==> src/rtl/serlb_pkg.sv <==
package serlb_pkg;
  typedef struct packed {
    logic echo;
    logic loop;
  } serlb_mode_t;

  localparam serlb_mode_t MODE_NONE = '{echo: 1'b0, loop: 1'b0};
endpackage

==> src/rtl/serlb_sync.sv <==
module serlb_sync #(
  parameter int WIDTH     = 3,
  parameter int STAGES    = 2,
  parameter logic [WIDTH-1:0] RST_VAL = '1
) (
  input  logic             clk_i,
  input  logic             rst_i,
  input  logic [WIDTH-1:0] d_i,
  output logic [WIDTH-1:0] q_o
);
  logic [STAGES-1:0][WIDTH-1:0] stage_q;

  always_ff @(posedge clk_i) begin
    if (rst_i) stage_q[0] <= RST_VAL;
    else       stage_q[0] <= d_i;
  end

  for (genvar s = 1; s < STAGES; s++) begin : g_stage
    always_ff @(posedge clk_i) begin
      if (rst_i) stage_q[s] <= RST_VAL;
      else       stage_q[s] <= stage_q[s-1];
    end
  end

  assign q_o = stage_q[STAGES-1];
endmodule

==> src/rtl/serlb_mode_reg.sv <==
module serlb_mode_reg
  import serlb_pkg::*;
(
  input  logic        clk_i,
  input  logic        rst_i,
  input  logic        chan_rst_i,
  input  logic        wr_i,
  input  logic        loop_i,
  input  logic        echo_i,
  output serlb_mode_t mode_o
);
  always_ff @(posedge clk_i) begin
    if (rst_i || chan_rst_i) mode_o <= MODE_NONE;
    else if (wr_i)           mode_o <= '{echo: echo_i, loop: loop_i};
  end
endmodule

==> src/rtl/serlb_edge.sv <==
module serlb_edge #(
  parameter int WIDTH = 2,
  parameter logic [WIDTH-1:0] RST_VAL = '1
) (
  input  logic             clk_i,
  input  logic             rst_i,
  input  logic [WIDTH-1:0] lvl_i,
  output logic [WIDTH-1:0] chg_o
);
  logic [WIDTH-1:0] prev_q;

  for (genvar b = 0; b < WIDTH; b++) begin : g_bit
    always_ff @(posedge clk_i) begin
      if (rst_i) begin
        prev_q[b] <= RST_VAL[b];
        chg_o[b]  <= 1'b0;
      end else begin
        prev_q[b] <= lvl_i[b];
        chg_o[b]  <= lvl_i[b] ^ prev_q[b];
      end
    end
  end
endmodule

==> src/rtl/serlb_route.sv <==
module serlb_route
  import serlb_pkg::*;
(
  input  logic        clk_i,
  input  logic        rst_i,
  input  serlb_mode_t mode_i,
  input  logic        auto_en_i,
  input  logic        tx_data_i,
  input  logic        tx_req_i,
  input  logic        rx_req_i,
  input  logic        rxd_s_i,
  input  logic        cts_n_s_i,
  input  logic        dcd_n_s_i,
  output logic        txd_o,
  output logic        rx_data_o,
  output logic        tx_en_o,
  output logic        rx_en_o
);
  logic txd_d, rxdat_d, cts_ok, dcd_ok;

  always_comb begin
    // echo owns the pin, loopback owns the receiver input
    txd_d   = mode_i.echo ? rxd_s_i   : tx_data_i;
    rxdat_d = mode_i.loop ? tx_data_i : rxd_s_i;
    cts_ok  = !auto_en_i || !cts_n_s_i || mode_i.loop || mode_i.echo;
    dcd_ok  = !auto_en_i || !dcd_n_s_i || mode_i.loop;
  end

  always_ff @(posedge clk_i) begin
    if (rst_i) begin
      txd_o     <= 1'b1;
      rx_data_o <= 1'b1;
      tx_en_o   <= 1'b0;
      rx_en_o   <= 1'b0;
    end else begin
      txd_o     <= txd_d;
      rx_data_o <= rxdat_d;
      tx_en_o   <= tx_req_i && cts_ok;
      rx_en_o   <= rx_req_i && dcd_ok;
    end
  end
endmodule

==> src/rtl/serlb_router.sv <==
module serlb_router
  import serlb_pkg::*;
#(
  parameter int SYNC_STAGES = 2
) (
  input  logic clk_i,
  input  logic rst_i,
  input  logic chan_rst_i,
  input  logic cfg_wr_i,
  input  logic cfg_loop_i,
  input  logic cfg_echo_i,
  input  logic auto_en_i,
  input  logic tx_data_i,
  input  logic tx_req_i,
  input  logic rx_req_i,
  input  logic rxd_i,
  input  logic cts_n_i,
  input  logic dcd_n_i,
  output logic txd_o,
  output logic rx_data_o,
  output logic tx_en_o,
  output logic rx_en_o,
  output logic cts_chg_o,
  output logic dcd_chg_o
);
  localparam int PINS = 3;

  serlb_mode_t     mode_q;
  logic [PINS-1:0] pin_s;
  logic [1:0]      chg;

  serlb_sync #(.WIDTH(PINS), .STAGES(SYNC_STAGES), .RST_VAL('1)) u_sync (
    .clk_i(clk_i), .rst_i(rst_i),
    .d_i  ({dcd_n_i, cts_n_i, rxd_i}),
    .q_o  (pin_s)
  );

  serlb_mode_reg u_mode (
    .clk_i(clk_i), .rst_i(rst_i), .chan_rst_i(chan_rst_i),
    .wr_i(cfg_wr_i), .loop_i(cfg_loop_i), .echo_i(cfg_echo_i),
    .mode_o(mode_q)
  );

  serlb_edge #(.WIDTH(2), .RST_VAL('1)) u_edge (
    .clk_i(clk_i), .rst_i(rst_i),
    .lvl_i(pin_s[2:1]),
    .chg_o(chg)
  );

  serlb_route u_route (
    .clk_i(clk_i), .rst_i(rst_i), .mode_i(mode_q),
    .auto_en_i(auto_en_i), .tx_data_i(tx_data_i),
    .tx_req_i(tx_req_i), .rx_req_i(rx_req_i),
    .rxd_s_i(pin_s[0]), .cts_n_s_i(pin_s[1]), .dcd_n_s_i(pin_s[2]),
    .txd_o(txd_o), .rx_data_o(rx_data_o),
    .tx_en_o(tx_en_o), .rx_en_o(rx_en_o)
  );

  assign cts_chg_o = chg[0];
  assign dcd_chg_o = chg[1];
endmodule

==> config.mk <==
export PLATFORM = sky130hd
export DESIGN_NAME = serlb_router
export DESIGN_NICKNAME = d
export VERILOG_FILES = /design/src/rtl/serlb_pkg.sv /design/src/rtl/serlb_sync.sv /design/src/rtl/serlb_mode_reg.sv /design/src/rtl/serlb_edge.sv /design/src/rtl/serlb_route.sv /design/src/rtl/serlb_router.sv
export SDC_FILE = /design/constraint.sdc
export NUM_CORES = 1
export LEC_CHECK = 0
export ABC_AREA = 1
export BUFFER_PORTS_ARGS = -buffer_cell sky130_fd_sc_hd__buf_2
export CAP_MARGIN = 10
export CORE_MARGIN = 1
export CORE_UTILIZATION = 39
export DETAILED_ROUTE_END_ITERATION = 8
export PLACE_DENSITY = 0.68
export SETUP_SLACK_MARGIN = 0.05
export SKIP_LAST_GASP = 1
export SYNTH_ARGS = -nofsm -noshare
export SYNTH_HDL_FRONTEND = slang
export SYNTH_SLANG_ARGS = --single-unit
==> constraint.sdc <==
create_clock -name clk_i -period 0.8 [get_ports clk_i]
set_input_delay 0.24 -clock clk_i [delete_from_list [all_inputs] [get_ports clk_i]]
set_output_delay 0.24 -clock clk_i [all_outputs]
set_load 0.005 [all_outputs]
# ---- Word level (Yosys, flattened, before mapping)
# Index checks and enable logic that the tools add are counted.
dict set report word_totals {
  ff_bits 16
  inputBits 13
  rom_bits 0
  word_cells 27
  ram_bits 0
  mem_count 0
  latch_bits 0
}
dict set report op_classes {
  n_lt_le_gt_ge 0
  n_mul 0
  n_addsub 0
  bitwise_logic 2
  eq_ne 0
  n_shift 0
  n_mux 2
  div 0
  n_reduce_logical 11
}
# operator count
set ops {}
lappend ops {{$logic_or 1x1->1} 6}
lappend ops {{$logic_not 1->1} 3}
lappend ops {{$logic_and 1x1->1} 2}
lappend ops {{$mux 1} 2}
lappend ops {{$xor 1x1->1} 2}

# ---- Depth between registers and ports, before layout
dict set report depth {
  depth_word 5
  depth_mapped 4
  depth_no_buf 4
}

# ---- Hierarchy
# A second synthesis with hierarchy kept.
dict set report unflattened {
  hier_cells 72
  area_unflattened_um2 558.0
}
# mod area_per_inst_um2 seq_area_each_um2 n_inst cells_per_inst
set by_module_without_submodules {}
lappend by_module_without_submodules {serlb_sync 191.4 120.1 1 22}
lappend by_module_without_submodules {serlb_route 151.4 80.1 1 22}
lappend by_module_without_submodules {serlb_edge 126.4 80.1 1 15}
lappend by_module_without_submodules {serlb_mode_reg 88.8 40.0 1 13}

# ---- Least setup slack after synthesis
# No wires, ideal clock.
dict set report synth_path {
  kind {flip-flop to flip-flop}
  startpoint {reg u_mode.mode_o[0] (netlist name)}
  endpoint {reg u_route.tx_en_o}
  synth_period_minus_slack_ps 645
  setup_ps 111
  n_path_buf 0
  slack_ps 155
  path_stages_with_launch 5
  t_required_ps 689
  arrival_ps 534
  cell_sequence {dfxtp_1 -> inv_1 -> nand2_1 -> nor2_1 -> nor2_1}
}
dict set report synth_via {
  elab_chain_len 3
}
# item line_no
set synth_rtl {}
lappend synth_rtl {{from (decl)} serlb_mode_reg.sv:10} ;# output serlb_mode_t mode_o
lappend synth_rtl {{from (signal assigned)} serlb_mode_reg.sv:14} ;# else if (wr_i) mode_o <= '{echo: echo_i, loop: loop_i};
lappend synth_rtl {{$logic_or 1x1->1 (2 in a row)} serlb_route.sv:25} ;# cts_ok = !auto_en_i || !cts_n_s_i || mode_i.loop || mode_i.echo;
lappend synth_rtl {{$logic_and 1x1->1} serlb_route.sv:38} ;# tx_en_o <= tx_req_i && cts_ok;
lappend synth_rtl {{to (signal assigned)} serlb_route.sv:38}
lappend synth_rtl {{to (decl)} serlb_route.sv:16} ;# output logic tx_en_o,
# Every way passes these cells.
# A chain may end at the register's enable or synchronous reset.

# ---- Worst setup path in the final report
dict set report layout_path {
  startpoint {reg u_route.tx_en_o}
  endpoint {out tx_en_o}
}
# item line_no
set layout_lines {}
lappend layout_lines {{to (decl)} serlb_router.sv:21} ;# output logic tx_en_o,
# No word-level cell between the ends.

==> flow_summary.json <==
{
  "status": "finished with violations",
  "violations": "negative setup slack",
  "syn_area_per_cell_um2": 8.72,
  "gr-total-overflow": 0,
  "fin_ws_ns": -0.145,
  "coreArea_mm2": 0.00116,
  "die_h_um": 38,
  "rrSetupSlack_ns": 0.11,
  "cp.arrival_ns": 0.70,
  "crit_buf_inv": 1,
  "dp_hpwl_um": 546,
  "min_period_over_period": 1.18,
  "drc_errors": 0,
  "fin_tns_setup_ns": -0.794,
  "grt_pass1_vias": 366,
  "finalSetupViolCount": 6,
  "netlist_area_um2": 505,
  "cap_viol_max_count": 0,
  "yosys_warnings": 0,
  "synth_nets": 71,
  "via_per_inst": 4.21,
  "antenna_found_initial": 0,
  "grt_max_degree": 10,
  "die_area_mm2": 0.00144,
  "ys_seq_area_frac": 0.634,
  "wl_per_cell_um": 7.86,
  "synth_top_area_share": 0.634,
  "crit_path_cell_trace": "buf_6",
  "cellLeakagePower_nw": 0.333,
  "clock-sinks": 16,
  "track_usage": 0.144,
  "fin_cells": 94,
  "finalWirelength_um": 739,
  "cts_max_path_buffers": 2,
  "gp_congestion": 0.659,
  "tightest_slew_ns": 0.148,
  "synthCells": 58,
  "root_buffer": "clkbuf_4",
  "yosys-top-cells-area": "dfxtp_1 63%, nand2_1 9.7%, or2_1 8.7%",
  "rsz0062_at_grt": "yes",
  "hold_ws_ns": 0.133,
  "initial_utilization": 0.437,
  "ios": 19,
  "vias": 396,
  "final_nets": 94,
  "post_cts_buffers": 0,
  "cts_tree": "yes",
  "worstSkewPairLatency_ns": 0.27,
  "hold_viol": 0,
  "p_per_area_mw_per_mm2": 2220,
  "antenna_cells": 0,
  "ys_ff_latch": 16,
  "relSlewSlack": 0.901,
  "port_buffers": 18,
  "grt_pass1_wl_um": 1360,
  "final.min_clock_period_ns": 0.945,
  "numCtsBuffers": 3,
  "path_delay_family": "flip-flops",
  "criticalPathCategory": "register to output pin",
  "cpPeakStageDelay_ns": 0.33,
  "num_rows": 12,
  "drv_slew": 0,
  "hp-class": "input port to register",
  "dpl.cell_count": 90,
  "required_ns": 0.56,
  "clk_pin_slew_ns": 0.09,
  "end_kind": "output pin",
  "synth_area_leader_cell": "dfxtp_1",
  "fin_skew_ns": 0.00153,
  "dr.pass1.iters": 2,
  "htree_levels": 1,
  "power.total_mw": 1.48,
  "worstSetupStartpointType": "register",
  "initialDrtViolationCount": 4,
  "synth_cell_types": 9,
  "cpMaxStageDelayCell": "dfxtp_2",
  "cp_max_fo": 1,
  "antenna_left": 0,
  "drive_gt1_frac": 0.388,
  "vdd_drop_max_mv": 1.23,
  "area.growth.synth_to_final_pct": 31.7,
  "fmax_mhz": 1060,
  "die_w_um": 38,
  "post-route-util": 0.576
}
==> path summary, 6_finish.rpt <==
check | endpoint | from | depth (start not counted)
max | tx_en_o | u_route.tx_en_o | 1
max reg2reg | u_route.tx_en_o | u_mode.mode_o[0] | 4
min | u_sync.stage_q[0] | rxd_i | 2
min reg2reg | u_sync.q_o[0] | u_sync.stage_q[0] | 1
==> layout by cell type (no fill, tap or decap) <==
cell type  count
buf_2         17
nor2_1         9
dfxtp_1       14
nor2_2         4
dfxtp_2        2
buf_6          1
nand2_2        1
nand3_1        2
inv_2          2
nand2_1       12
clkbuf_8       1
inv_1          3
o21ai_1        2
clkbuf_4       3
or2_1          7
==> cells by family after synthesis <==
logic type             after synthesis  synth area share
AND/OR/NAND/NOR                     35             0.309
flip-flops                          16             0.634
buffers and inverters                5            0.0371
AO/OA/AOI/OAI                        2            0.0198
==> layout make-up <==
class | count | area (um^2)
tap | 14 | 17.5
fill | 107 | 490
multi-input combinational | 37 | 174
sequential | 16 | 323
clock buffer | 4 | 36.3
inverter | 5 | 18.8
timing repair buffer | 18 | 96.3
==> metal layers <==
metal	track usage	up-vias	part of all wire
met5	0	-	0
met4	0.107	0	0.015
met3	0.0523	2	0.083
met2	0.237	14	0.43
met1	0.149	163	0.47
li1	-	217	-
==> state kept, by name (all words and copies together), names as in the netlist <==
name               count
u_edge.chg_o           2
u_sync.q_o             3
u_edge.prev_q          2
u_mode.mode_o          2
u_route.txd_o          1
u_route.rx_data_o      1
u_route.tx_en_o        1
u_route.rx_en_o        1
u_sync.stage_q         3
==> cell usage after synthesis <==
| cell type | count |
|---|---|
| dfxtp_1 | 16 |
| inv_1 | 4 |
| inv_2 | 1 |
| nand2_1 | 13 |
| nand3_1 | 2 |
| nor2_1 | 11 |
| nor2_2 | 2 |
| o21ai_1 | 2 |
| or2_1 | 7 |
==> power breakdown <==
part,internal (mW),switching [mW],leakage [nW],total [mW]
registers,0.833,0.0134,0.133,0.847
logic,0.0608,0.0548,0.179,0.116
clock network,0.276,0.238,0.0210,0.514
total,1.17,0.306,0.333,1.48
==> timing repair <==
| item | CTS | global route |
|---|---|---|
| endpoints found under the setup margin | 6 | 8 |
| gates resized for setup | 0 | 7 |
| hold buffers | 0 | 0 |
| pin swaps | 0 | 1 |
==> through the flow <==
stage | cell area (um^2) | worst slack [ns]
floorplan | 505 | 0.155
global placement | 613 | 0.0734
detailed placement | 613 | 0.0478
CTS | 649 | -0.149
global route | 666 | -0.182
finish | 666 | -0.145
Note: power is estimated with default switching activity, not from simulation.
